**src/rtl/frame_spill_ctrl.sv**
```systemverilog
module frame_spill_ctrl #(
  parameter int AW      = 32,
  parameter int DW      = 32,
  parameter int RESERVE = 10
) (
  input  logic          clk,
  input  logic          rst_n,
  input  logic          ld_en,
  input  logic [AW-1:0] ld_sp,
  input  logic [AW-1:0] ld_fp,
  input  logic [AW-1:0] ld_ub,
  input  logic          ld_m,
  input  logic          start,
  input  logic [3:0]    src_cnt,
  input  logic [3:0]    dst_len,
  output logic [AW-1:0] sp,
  output logic [AW-1:0] fp,
  output logic [3:0]    fl,
  output logic          m_flag,
  output logic          busy,
  output logic          done,
  output logic          trap_req,
  output logic [5:0]    rf_addr,
  input  logic [DW-1:0] rf_data,
  output logic          mem_valid,
  input  logic          mem_ready,
  output logic [AW-1:0] mem_addr,
  output logic [DW-1:0] mem_wdata
);

  typedef enum logic [1:0] {IDLE, SPILL, FIN} state_t;
  state_t state;

  logic [AW-1:0] ub;
  logic          err;
  logic [6:0]    left;

  logic [AW-1:0] new_fp;
  logic [5:0]    idx_diff;
  logic [6:0]    avail, need, slack;
  logic          go;

  assign go       = start && (state == IDLE);
  assign new_fp   = fp - {{(AW-6){1'b0}}, src_cnt, 2'b00};
  assign idx_diff = sp[7:2] - new_fp[7:2];
  assign avail    = (idx_diff == 6'd0 && sp != new_fp) ? 7'd64 : {1'b0, idx_diff};
  assign need     = ((dst_len == 4'd0) ? 7'd16 : {3'b000, dst_len}) + 7'(RESERVE);
  assign slack    = avail - need;

  assign busy      = (state != IDLE);
  assign done      = (state == FIN);
  assign trap_req  = (state == FIN) && err;
  assign mem_valid = (state == SPILL);
  assign mem_addr  = sp;
  assign rf_addr   = sp[7:2];
  assign mem_wdata = rf_data;

  always_ff @(posedge clk) begin
    if (!rst_n) begin
      state  <= IDLE;
      sp     <= '0;
      fp     <= '0;
      ub     <= '0;
      fl     <= '0;
      m_flag <= 1'b0;
      err    <= 1'b0;
      left   <= '0;
    end else begin
      case (state)
        IDLE: begin
          if (go) begin
            fp     <= new_fp;
            fl     <= dst_len;
            m_flag <= 1'b0;
            left   <= -slack;
            err    <= slack[6] && (sp >= ub);
            state  <= slack[6] ? SPILL : FIN;
          end else if (ld_en) begin
            sp     <= ld_sp;
            fp     <= ld_fp;
            ub     <= ld_ub;
            m_flag <= ld_m;
          end
        end
        SPILL: begin
          if (mem_ready) begin
            sp   <= sp + AW'(4);
            left <= left - 7'd1;
            if (left == 7'd1) state <= FIN;
          end
        end
        default: state <= IDLE;
      endcase
    end
  end


  sp_step_chk: assert property (@(posedge clk) disable iff (!rst_n)
    (mem_valid && mem_ready) |=> (sp == $past(sp) + AW'(4)));


  hold_req_chk: assert property (@(posedge clk) disable iff (!rst_n)
    (mem_valid && !mem_ready) |=> (mem_valid && $stable(mem_addr)));


  m_clear_chk: assert property (@(posedge clk) disable iff (!rst_n)
    (start && !busy) |=> (!m_flag && fl == $past(dst_len)));


  done_pulse_chk: assert property (@(posedge clk) disable iff (!rst_n)
    done |=> !busy);


  trap_after_chk: assert property (@(posedge clk) disable iff (!rst_n)
    trap_req |-> ($past(mem_valid && mem_ready) || !$past(busy)));

endmodule

```
**config.mk**
```make
export PLATFORM = sky130hd
export DESIGN_NAME = frame_spill_ctrl
export DESIGN_NICKNAME = d
export VERILOG_FILES = /design/src/rtl/frame_spill_ctrl.sv
export SDC_FILE = /design/constraint.sdc
export NUM_CORES = 1
export LEC_CHECK = 0
export ABC_CLOCK_PERIOD_IN_PS = 6250
export BUFFER_PORTS_ARGS = -buffer_cell sky130_fd_sc_hd__buf_2
export CAP_MARGIN = 40
export CORE_UTILIZATION = 52
export CTS_CLUSTER_DIAMETER = 120
export CTS_CLUSTER_SIZE = 8
export DETAILED_ROUTE_END_ITERATION = 6
export PLACE_DENSITY = 0.82
export SLEW_MARGIN = 20
export SYNTH_ARGS = -nofsm -noshare
export SYNTH_HDL_FRONTEND = slang
export SYNTH_SLANG_ARGS = --single-unit
```
**constraint.sdc**
```tcl
create_clock -name clk -period 6.25 [get_ports clk]
set_clock_uncertainty 0.05 [all_clocks]
set_input_delay 0.9375 -clock clk [delete_from_list [all_inputs] [get_ports clk]]
set_output_delay 0.9375 -clock clk [all_outputs]
set_load 0.01 [all_outputs]
```
==> flow_summary.ini, run 1 <==
[placement]
place_congestion = 0.9412
io_buffers = 220
hpwlAfterDp_mm = 18.33

[die]
die_width_um = 130.1
fp.coreArea_um2 = 15940
io_pins = 285
fp.dieH_um = 130.1
core.rowCount = 46
die-area_um2 = 16930
start_util_pct = 53.53

[clock_tree]
clkSinkCount = 111
clock_path_buffers = 2
cts-resized-gates = 0
postCtsHoldBufs = 0
clock_latency_ns = 0.37
cts_setup_buffers = 0
cts_root_buf = clkbuf_16
cts_inserted_buffers = 9
cts.clk_slew.worst_paths_ns = 0.08
htree_num_levels = 3
cts_tree = done

[final_layout]
drive_above_1_share_pct = 22.46
fin_nets = 1446
syn2layout_area_growth_pct = 11.76
diodes = 0
layout_common_cells = 220 x buf_2, 138 x nand2_1, 111 x dfxtp_1
final_common_cell = buf_2

[sta]
rsz0062_at_grt = false
hold_viol = 0
final_max_slew_viol_count = 0
setup-tns-final_ns = 0
worst_pin_slew_ns = 0.7943
fmax_mhz = 205.3
relSlewSlack_pct = 47.05
fin_crit_sh_pct = 77.95
setup_viol = 0
period_minus_slack_ns = 4.872

[power]
power_density_nw_per_um2 = 436.2
power_w = 0.004160
vdd_drop_max_mv = 0.2639
leakage_nw = 4.222

[synth]
ys_warn_count = 0
ys_top_cells_by_area = dfxtp_1 26%, ha_1 8.1%, buf_4 6.2%, nand2_1 6.1%, a21oi_1 4.9%
ys_ff_latch = 111
syn_area_um2 = 8534
yosysTopAreaCell = dfxtp_1
syn-num-nets = 1342
synth_ff_type = dfxtp_1
avgSynthCellArea_um2 = 7.473
seq_area_frac_synth_pct = 26.04
syn_inst = 1142
synthArstFlopShare_pct = 0
synth_edf_count = 0
yosysUniqueCellTypes = 73
synth_top_area_share_pct = 26.04

[worst_setup_path]
critical_path_class = in -> reg
end_kind = register
critPathLaunchType = primary input
r2r-end = left[6]$_SDFFE_PN0P_
r2r-start = fp[2]$_SDFFE_PN0P_
rr_worst_depth = 18
ff2ff_setup_slack_ns = 1.65
cp.arrival_ns = 5.08
crit_path_end = left[6]$_SDFFE_PN0P_
crit_start = src_cnt[0]
critPathMaxFanout = 9
worstPathRequired_ns = 6.46

[drt]
vias_per_cell = 5.834
routed_wl_mm = 25.32
highest_layer = met4
dr_wl_met2_mm = 11.53
drc_errors = 0
dr.pass1.iters = 6
wl_met1_mm = 11.05
ant_nets = 0
wl_per_cell_um = 17.26
wl_met3_mm = 1.947
vias = 8558
drt_iter0_markers = 751

[outcome]
status = completed

[global_route]
grt_remaining_overflow = 0
grt_max_degree = 86
grt_pass1_wl_mm = 39.12
grt_usage_pct = 29.72
antenna_found_initial = 0
grt_pass1_vias = 7588

[job]
maxCapViolations = 0

[hold_path]
hold_class = reg -> reg
-- worst min path at each step --
stage | from | end | slack (ns) | cells past startpoint
2_1_floorplan | err$_SDFFE_PN0P_ | err$_SDFFE_PN0P_ | 0.39 | 2
3_3_place_gp | fl[1]$_SDFFE_PN0P_ | fl[1]$_SDFFE_PN0P_ | 0.40 | 2
3_5_place_dp | ub[12]$_SDFFE_PN0P_ | ub[12]$_SDFFE_PN0P_ | 0.41 | 2
4_1_cts | ub[12]$_SDFFE_PN0P_ | ub[12]$_SDFFE_PN0P_ | 0.42 | 2
5_1_grt | ub[6]$_SDFFE_PN0P_ | ub[6]$_SDFFE_PN0P_ | 0.43 | 2
6_report | fl[0]$_SDFFE_PN0P_ | fl[0]$_SDFFE_PN0P_ | 0.42 | 2
-- cells in the mapped netlist (7+ instances only) --
cell type and count:
a21oi_1 83, o211a_1 7, nand4_1 17, a22oi_1 8, o22ai_1 10, clkbuf_1 60, o21ai_0 73, xor2_1 18
inv_1 67, nand2_1 139, a21boi_0 42, nor3_1 30, buf_4 70, nor4_1 12, a21o_1 9, nand2b_1 9
o221a_2 12, nor2_1 79, o211ai_1 7, and3_1 10, dfxtp_1 111, nand3_1 28, xnor2_1 28, nor2b_1 18
or3_1 8, and2_1 24, ha_1 55
-- layout make-up --
cell class,count,area (um^2)
multi-input cells,826,5281
clock buffers,11,252.7
repair buffers,230,1200
inverters,68,255.2
clock inverters,5,56.30
flip-flops and latches,111,2222
fillers,1481,6405
well taps,216,270.3
-- critical path, stage by stage --
cell and delay [ns]:
buf_2 0.10, ha_1 0.21, fa_1 0.41, nor2b_1 0.22, o21a_1 0.33, nor2_1 0.11, xnor2_1 0.14, ha_1 0.33
and3_1 0.17, nand3_1 0.09, nor4_1 0.28, o21ai_0 0.13, or4_1 0.42, nor4_2 0.34, a311oi_1 0.13, and4bb_4 0.41
nor3b_1 0.06, a221o_1 0.25
-- logic make-up (layout without fill, tap and decap cells) --
group | count (synthesis) | count (layout) | synth area share, %
adder cells (fa/ha/maj) | 58 | 58 | 8.767
flip-flops | 111 | 111 | 26.04
AO/OA/AOI/OAI | 308 | 308 | 23.47
buffers and inverters | 205 | 314 | 12.21
AND/OR/NAND/NOR | 411 | 411 | 24.28
XOR/XNOR | 47 | 47 | 4.999
multiplexers | 2 | 2 | 0.2346
-- through the flow --
| stage | cells | hold slack, ns | area [um^2] | setup WS [ns] | utilization [%] |
|---|---|---|---|---|---|
| finish | 1467 | 0.4154 | 9538 | 1.378 | 59.83 |
| CTS | 1467 | 0.4182 | 9538 | 1.396 | 59.83 |
| global placement | 1449 | 0.4014 | 9190 | 1.182 | 57.64 |
| detailed placement | 1451 | 0.4079 | 9229 | 1.053 | 57.89 |
| floorplan | 1142 | 0.3873 | 8534 | 1.571 | - |
| global route | 1467 | 0.4333 | 9538 | 1.089 | 59.83 |
-- per-layer routing --
metal	GRT usage, %	vias up
met1	39.55	3922
met3	3.649	54
li1	-	4159
met5	0	-
met4	13.54	0
met2	48.03	423
-- power by group --
| group | internal [W] | total [W] | switching, W |
|---|---|---|---|
| Sequential | 0.000842 | 0.00110 | 0.000255 |
| Clock | 0.000333 | 0.000618 | 0.000285 |
| Combinational | 0.00105 | 0.00244 | 0.00140 |
| Total | 0.00222 | 0.00416 | 0.00194 |
-- state kept, by name, indices dropped and copies added (netlist names) --
| signal | cells |
|---|---|
| err | 1 |
| fl | 4 |
| fp | 32 |
| left | 7 |
| m_flag | 1 |
| mem_addr | 32 |
| state | 2 |
| ub | 32 |
Note: power is estimated with default switching activity, not from simulation.
==> run 2: changes to the inputs <==
--- a/config.mk
+++ b/config.mk
@@ -5,14 +5,14 @@
 export SDC_FILE = /design/constraint.sdc
 export NUM_CORES = 1
 export LEC_CHECK = 0
-export ABC_CLOCK_PERIOD_IN_PS = 6250
+export ABC_CLOCK_PERIOD_IN_PS = 4200
 export BUFFER_PORTS_ARGS = -buffer_cell sky130_fd_sc_hd__buf_2
 export CAP_MARGIN = 40
-export CORE_UTILIZATION = 52
+export CORE_UTILIZATION = 47
 export CTS_CLUSTER_DIAMETER = 120
 export CTS_CLUSTER_SIZE = 8
 export DETAILED_ROUTE_END_ITERATION = 6
-export PLACE_DENSITY = 0.82
+export PLACE_DENSITY = 0.78
 export SLEW_MARGIN = 20
 export SYNTH_ARGS = -nofsm -noshare
 export SYNTH_HDL_FRONTEND = slang
==> constraint.sdc (replaced) <==
create_clock -name clk -period 4.2 [get_ports clk]
set_clock_uncertainty 0.05 [all_clocks]
set_input_delay 0.63 -clock clk [delete_from_list [all_inputs] [get_ports clk]]
set_output_delay 0.63 -clock clk [all_outputs]
set_load 0.01 [all_outputs]
==> flow_summary.ini, run 2 (synthesis results as in run 1) <==
[outcome]
status = completed

[sta]
fin_ws_ns = 0.09467
fin_crit_sh_pct = 97.75
setup_viol = 0
worst_pin_slew_ns = 0.7893
fmax_mhz = 243.6
hold_viol = 0
relSlewSlack_pct = 47.30
period_minus_slack_ns = 4.105
final_max_slew_viol_count = 0

[drt]
vias = 8680
vias_per_cell = 5.733
drc_errors = 0
dr.pass1.iters = 4
wl_per_cell_um = 17.05
routed_wl_mm = 25.81
ant_nets = 0
drt_iter0_markers = 607

[clock_tree]
postCtsHoldBufs = 0
htree_num_levels = 3
clock_path_buffers = 2
clock_latency_ns = 0.36
cts_tree = done
clkSinkCount = 111
cts.clk_slew.worst_paths_ns = 0.08
cts_root_buf = clkbuf_16
cts_inserted_buffers = 9

[final_layout]
layout_common_cells = 220 x buf_2, 138 x nand2_1, 110 x dfxtp_1
nFillCells = 1684
syn2layout_area_growth_pct = 16.30
drive_above_1_share_pct = 25.93
final_common_cell = buf_2
fin_nets = 1483

[power]
power_density_nw_per_um2 = 671.4
p_seq_share_pct = 24.3
internal_power_w = 0.003622
leakage_nw = 4.419
power.share.clock_pct = 13.8
vdd_drop_max_mv = 0.3927
p_sw_w = 0.003042
swShare_pct = 45.64
pwr-share-comb_pct = 61.9
power_w = 0.006664

[global_route]
grt_max_degree = 62
grt_pass1_wl_mm = 39.66
grt_pass1_vias = 7827
grt_remaining_overflow = 0
grt_usage_pct = 27.31
antenna_found_initial = 0

[die]
core.rowCount = 48
fp.dieH_um = 136.8
die-area_um2 = 18700
die_width_um = 136.8
fp.coreArea_um2 = 17540
io_pins = 285
start_util_pct = 48.67

[worst_setup_path]
cp.arrival_ns = 4.31
crit_family = simple AND/OR/NAND/NOR gates
critPathBufInv = 1
worstPathRequired_ns = 4.40
crit_chain = inv_2 -> ha_4 -> fa_2 -> nor2b_2 -> o21a_2 -> nor2_1 -> xnor2_1 -> ha_1 -> and3_4 -> nand3_2 -> nor4_2 -> o21ai_1 -> or4_4 -> nor4_4 -> a311oi_1 -> and4bb_4 -> nor3b_1 -> a221o_1
cp_slowest_stage_delay_ns = 0.51
critPathMaxFanout = 5
cp_slowest_cell = or4_4
critPathLaunchType = register
end_kind = register
critical_path_class = reg -> reg

[placement]
io_buffers = 220
hpwlAfterDp_mm = 19.19
pre_cts_ws_ns = -0.3333
place_congestion = 0.9238

[hold_path]
hold_class = reg -> reg

[job]
maxCapViolations = 0
run 2: changes by cell type in the layout (fill, tap and decap cells not counted), moves of 2 or more:
| cell | before | now |
|---|---|---|
| inv_6 | 0 | 2 |
| o21ai_0 | 73 | 71 |
| ha_1 | 55 | 52 |
| buf_4 | 8 | 45 |
| a21oi_1 | 82 | 80 |
| ha_4 | 0 | 3 |
run 2: metal layers:
layer  vias up  global-route usage (%)  part of all wire, %
met1      4001                   35.54                   43
met4         0                   11.54                  3.0
met2       385                   44.56                   46
met3        58                   4.407                  8.1
met5         -                       0                    0
li1       4236                       -                    -
run 2: layout make-up:
| cell class | instances | area, um^2 | share of cell area (%) |
|---|---|---|---|
| inverter | 68 | 255.2 | 2.572 |
| timing repair buffer | 267 | 1478 | 14.89 |
| clock inverter | 6 | 66.31 | 0.6681 |
| multi-input combinational | 826 | 5380 | 54.20 |
| antenna | 1 | 2.502 | 0.02521 |
| sequential | 111 | 2223 | 22.40 |
| tap | 225 | 281.5 | 2.836 |
| clock buffer | 10 | 239.0 | 2.408 |
run 2: tightest hold or removal path: cells and delay by family, from the launching register on:
family	cells	cell delay (ns)
flip-flops	1	0.31
AO/OA/AOI/OAI	1	0.06
AND/OR/NAND/NOR	1	0.04
run 2: repair_timing:
item / CTS / global route
pin swaps: 0 / 12
hold endpoints to repair: 0 / 0
endpoints found under the setup margin: 1 / 6
buffers inserted: 0 / 2
resized for setup: 1 / 16
run 2: final timing paths:
check	from	to	slack (ns)	cells after the start
worst max-delay path	fp[2]$_SDFFE_PN0P_	left[6]$_SDFFE_PN0P_	0.09	18
worst min-delay path	fl[0]$_SDFFE_PN0P_	fl[0]$_SDFFE_PN0P_	0.41	2
worst max register to register	fp[2]$_SDFFE_PN0P_	left[6]$_SDFFE_PN0P_	0.09	18
worst min register to register	fl[0]$_SDFFE_PN0P_	fl[0]$_SDFFE_PN0P_	0.41	2
run 2: power by group through the flow:
stage / Clock (W) / Sequential, W / Combinational [W]
3_5_place_dp: 0 / 0.00163 / 0.00393
3_3_place_gp: 0 / 0.00163 / 0.00379
4_1_cts: 0.000926 / 0.00161 / 0.00399
2_1_floorplan: 0 / 0.00155 / 0.00281
6_report: 0.000922 / 0.00162 / 0.00412
5_1_grt: 0.000967 / 0.00165 / 0.00456
run 2: per-stage QoR:
stage	instances	TNS (ns)	hold slack (ns)	utilization, %	area, um^2
floorplan	1142	0	0.3873	-	8549
global placement	1493	-0.4144	0.3989	54.08	9484
detailed placement	1495	-1.381	0.4049	54.30	9523
CTS	1511	0	0.4159	56.06	9832
global route	1513	-0.2512	0.4337	56.59	9923
finish	1514	0	0.4103	56.60	9926
==> run 3: changes to the inputs <==
--- a/config.mk
+++ b/config.mk
@@ -8,11 +8,10 @@
 export ABC_CLOCK_PERIOD_IN_PS = 4200
 export BUFFER_PORTS_ARGS = -buffer_cell sky130_fd_sc_hd__buf_2
 export CAP_MARGIN = 40
-export CORE_UTILIZATION = 47
+export CORE_UTILIZATION = 35
 export CTS_CLUSTER_DIAMETER = 120
 export CTS_CLUSTER_SIZE = 8
 export DETAILED_ROUTE_END_ITERATION = 6
-export PLACE_DENSITY = 0.78
 export SLEW_MARGIN = 20
 export SYNTH_ARGS = -nofsm -noshare
 export SYNTH_HDL_FRONTEND = slang
==> flow_summary.ini, run 3 (synthesis results as in run 1) <==
[clock_tree]
cts_tree = done
cts_inserted_buffers = 9
clock_latency_ns = 0.37
htree_num_levels = 3
postCtsHoldBufs = 0
cts_root_buf = clkbuf_16
clock_path_buffers = 2
cts.clk_slew.worst_paths_ns = 0.08
clkSinkCount = 111

[final_layout]
multi_input_area_um2 = 5355
ff_latch_area_um2 = 2223
layout_common_cells = 220 x buf_2, 138 x nand2_1, 110 x dfxtp_1
design_area_um2 = 10080
diodes = 0
final_common_cell = buf_2
fin_nets = 1494
drive_above_1_share_pct = 26.40
syn2layout_area_growth_pct = 18.16
nFillCells = 2488

[sta]
final_max_slew_viol_count = 0
period_minus_slack_ns = 4.036
fin_crit_sh_pct = 96.10
fmax_mhz = 247.8
holdWs_ns = 0.4118
worst_pin_slew_ns = 0.7748
fin_ws_ns = 0.1637
relSlewSlack_pct = 48.35
setup_viol = 0
hold_viol = 0

[hold_path]
min_from = ub[21]$_SDFFE_PN0P_
hold_class = reg -> reg
whs_endpoint = ub[21]$_SDFFE_PN0P_
holdPathStages = 2

[drt]
vias = 8571
routed_wl_mm = 27.72
dr.pass1.iters = 5
drt_iter0_markers = 544
ant_nets = 0
wl_per_cell_um = 17.13
drc_errors = 0
vias_per_cell = 5.297

[die]
core.rowCount = 56
io_pins = 285
fp.coreArea_um2 = 23680
start_util_pct = 36.04
fp.dieH_um = 158.2
die_width_um = 158.2
die-area_um2 = 25010

[placement]
place_congestion = 0.8824
pre_cts_ws_ns = -0.2899
placed_cell_area_um2 = 9741
hpwlAfterDp_mm = 20.92
io_buffers = 220

[worst_setup_path]
critPathBufInv = 2
critPathMaxFanout = 5
cp.arrival_ns = 4.24
worstPathRequired_ns = 4.40
rr_worst_depth = 17
r2r-start = fp[3]$_SDFFE_PN0P_
cp_slowest_cell = or3b_2
critPathLaunchType = primary input
ff2ff_setup_slack_ns = 0.19
crit_chain = buf_2 -> inv_1 -> ha_1 -> nor2b_1 -> o21ai_1 -> or3b_2 -> nand2_1 -> ha_1 -> nor3b_1 -> nor2_1 -> ha_1 -> ha_4 -> a21oi_2 -> o21bai_1 -> a21oi_2 -> and3_1 -> nand3_1 -> and4bb_4 -> a221o_1
cp_slowest_stage_delay_ns = 0.44
critical_path_class = in -> reg
end_kind = register
cp_common_cell = ha_1
r2r-end = left[6]$_SDFFE_PN0P_
crit_family = simple AND/OR/NAND/NOR gates

[job]
maxCapViolations = 0

[global_route]
grt_pass1_wl_mm = 42.72
grt_remaining_overflow = 0
grt_max_degree = 62
antenna_found_initial = 2
grt_pass1_vias = 7766
grt_usage_pct = 22.27

[power]
power_w = 0.006722
power_density_nw_per_um2 = 666.5
leakage_nw = 4.456
vdd_drop_max_mv = 0.5117

[outcome]
status = completed
-- run 3: cell count changes in the layout (fill, tap and decap cells not counted), moves of 2 or more --
cell / change
ha_1: +2
buf_8: +2
a21oi_2: +2
buf_4: +9
buf_12: +2
ha_4: -2
inv_6: -2
-- run 3: per-stage QoR --
stage          cells  TNS (ns)  util (%)
2_1_floorplan   1142         0         -
3_3_place_gp    1597   -0.4884     40.89
3_5_place_dp    1601    -1.047     41.13
4_1_cts         1617         0     42.29
5_1_grt         1618  -0.02348     42.58
6_report        1618         0     42.58
-- run 3: how the worst max path moves through the flow --
stage,from,endpoint,slack [ns],cells past startpoint
5_1_grt,src_cnt[1],left[6]$_SDFFE_PN0P_,-0.02,19
3_3_place_gp,src_cnt[1],left[6]$_SDFFE_PN0P_,-0.18,19
4_1_cts,fp[2]$_SDFFE_PN0P_,left[6]$_SDFFE_PN0P_,0.07,18
6_report,src_cnt[1],left[6]$_SDFFE_PN0P_,0.16,19
2_1_floorplan,src_cnt[1],left[6]$_SDFFE_PN0P_,0.005,18
3_5_place_dp,src_cnt[1],left[6]$_SDFFE_PN0P_,-0.29,19
-- run 3: repair_timing --
item | 4_1_cts | 5_1_grt
buffers inserted | 0 | 1
resized for setup | 0 | 14
endpoints found under the setup margin | 0 | 5
-- run 3: metal layers --
metal / part of all wire [%] / GRT usage, % / wire [um]
met1: 46 / 29.82 / 12710
met2: 45 / 35.99 / 12590
met3: 6.6 / 3.860 / 1828
met4: 2.0 / 7.234 / 568
met5: 0.072 / 0 / 20
-- run 3: cell type report --
cell class | count | share of cell area [%]
timing repair buffer | 278 | 15.63
multi-input combinational | 826 | 53.10
inverter | 68 | 2.531
clock buffer | 10 | 2.270
clock inverter | 6 | 0.4591
tap | 319 | 3.958
sequential | 111 | 22.05
-- run 3: worst min-delay path: stages, from the launching register on --
cell and delay, ns:
dfxtp_1 0.31, nand2_1 0.04, a21boi_0 0.06
-- run 3: report_power, final --
part | switching [W] | internal, W
logic | 0.00229 | 0.00198
clock network | 0.000442 | 0.000409
registers | 0.000345 | 0.00125
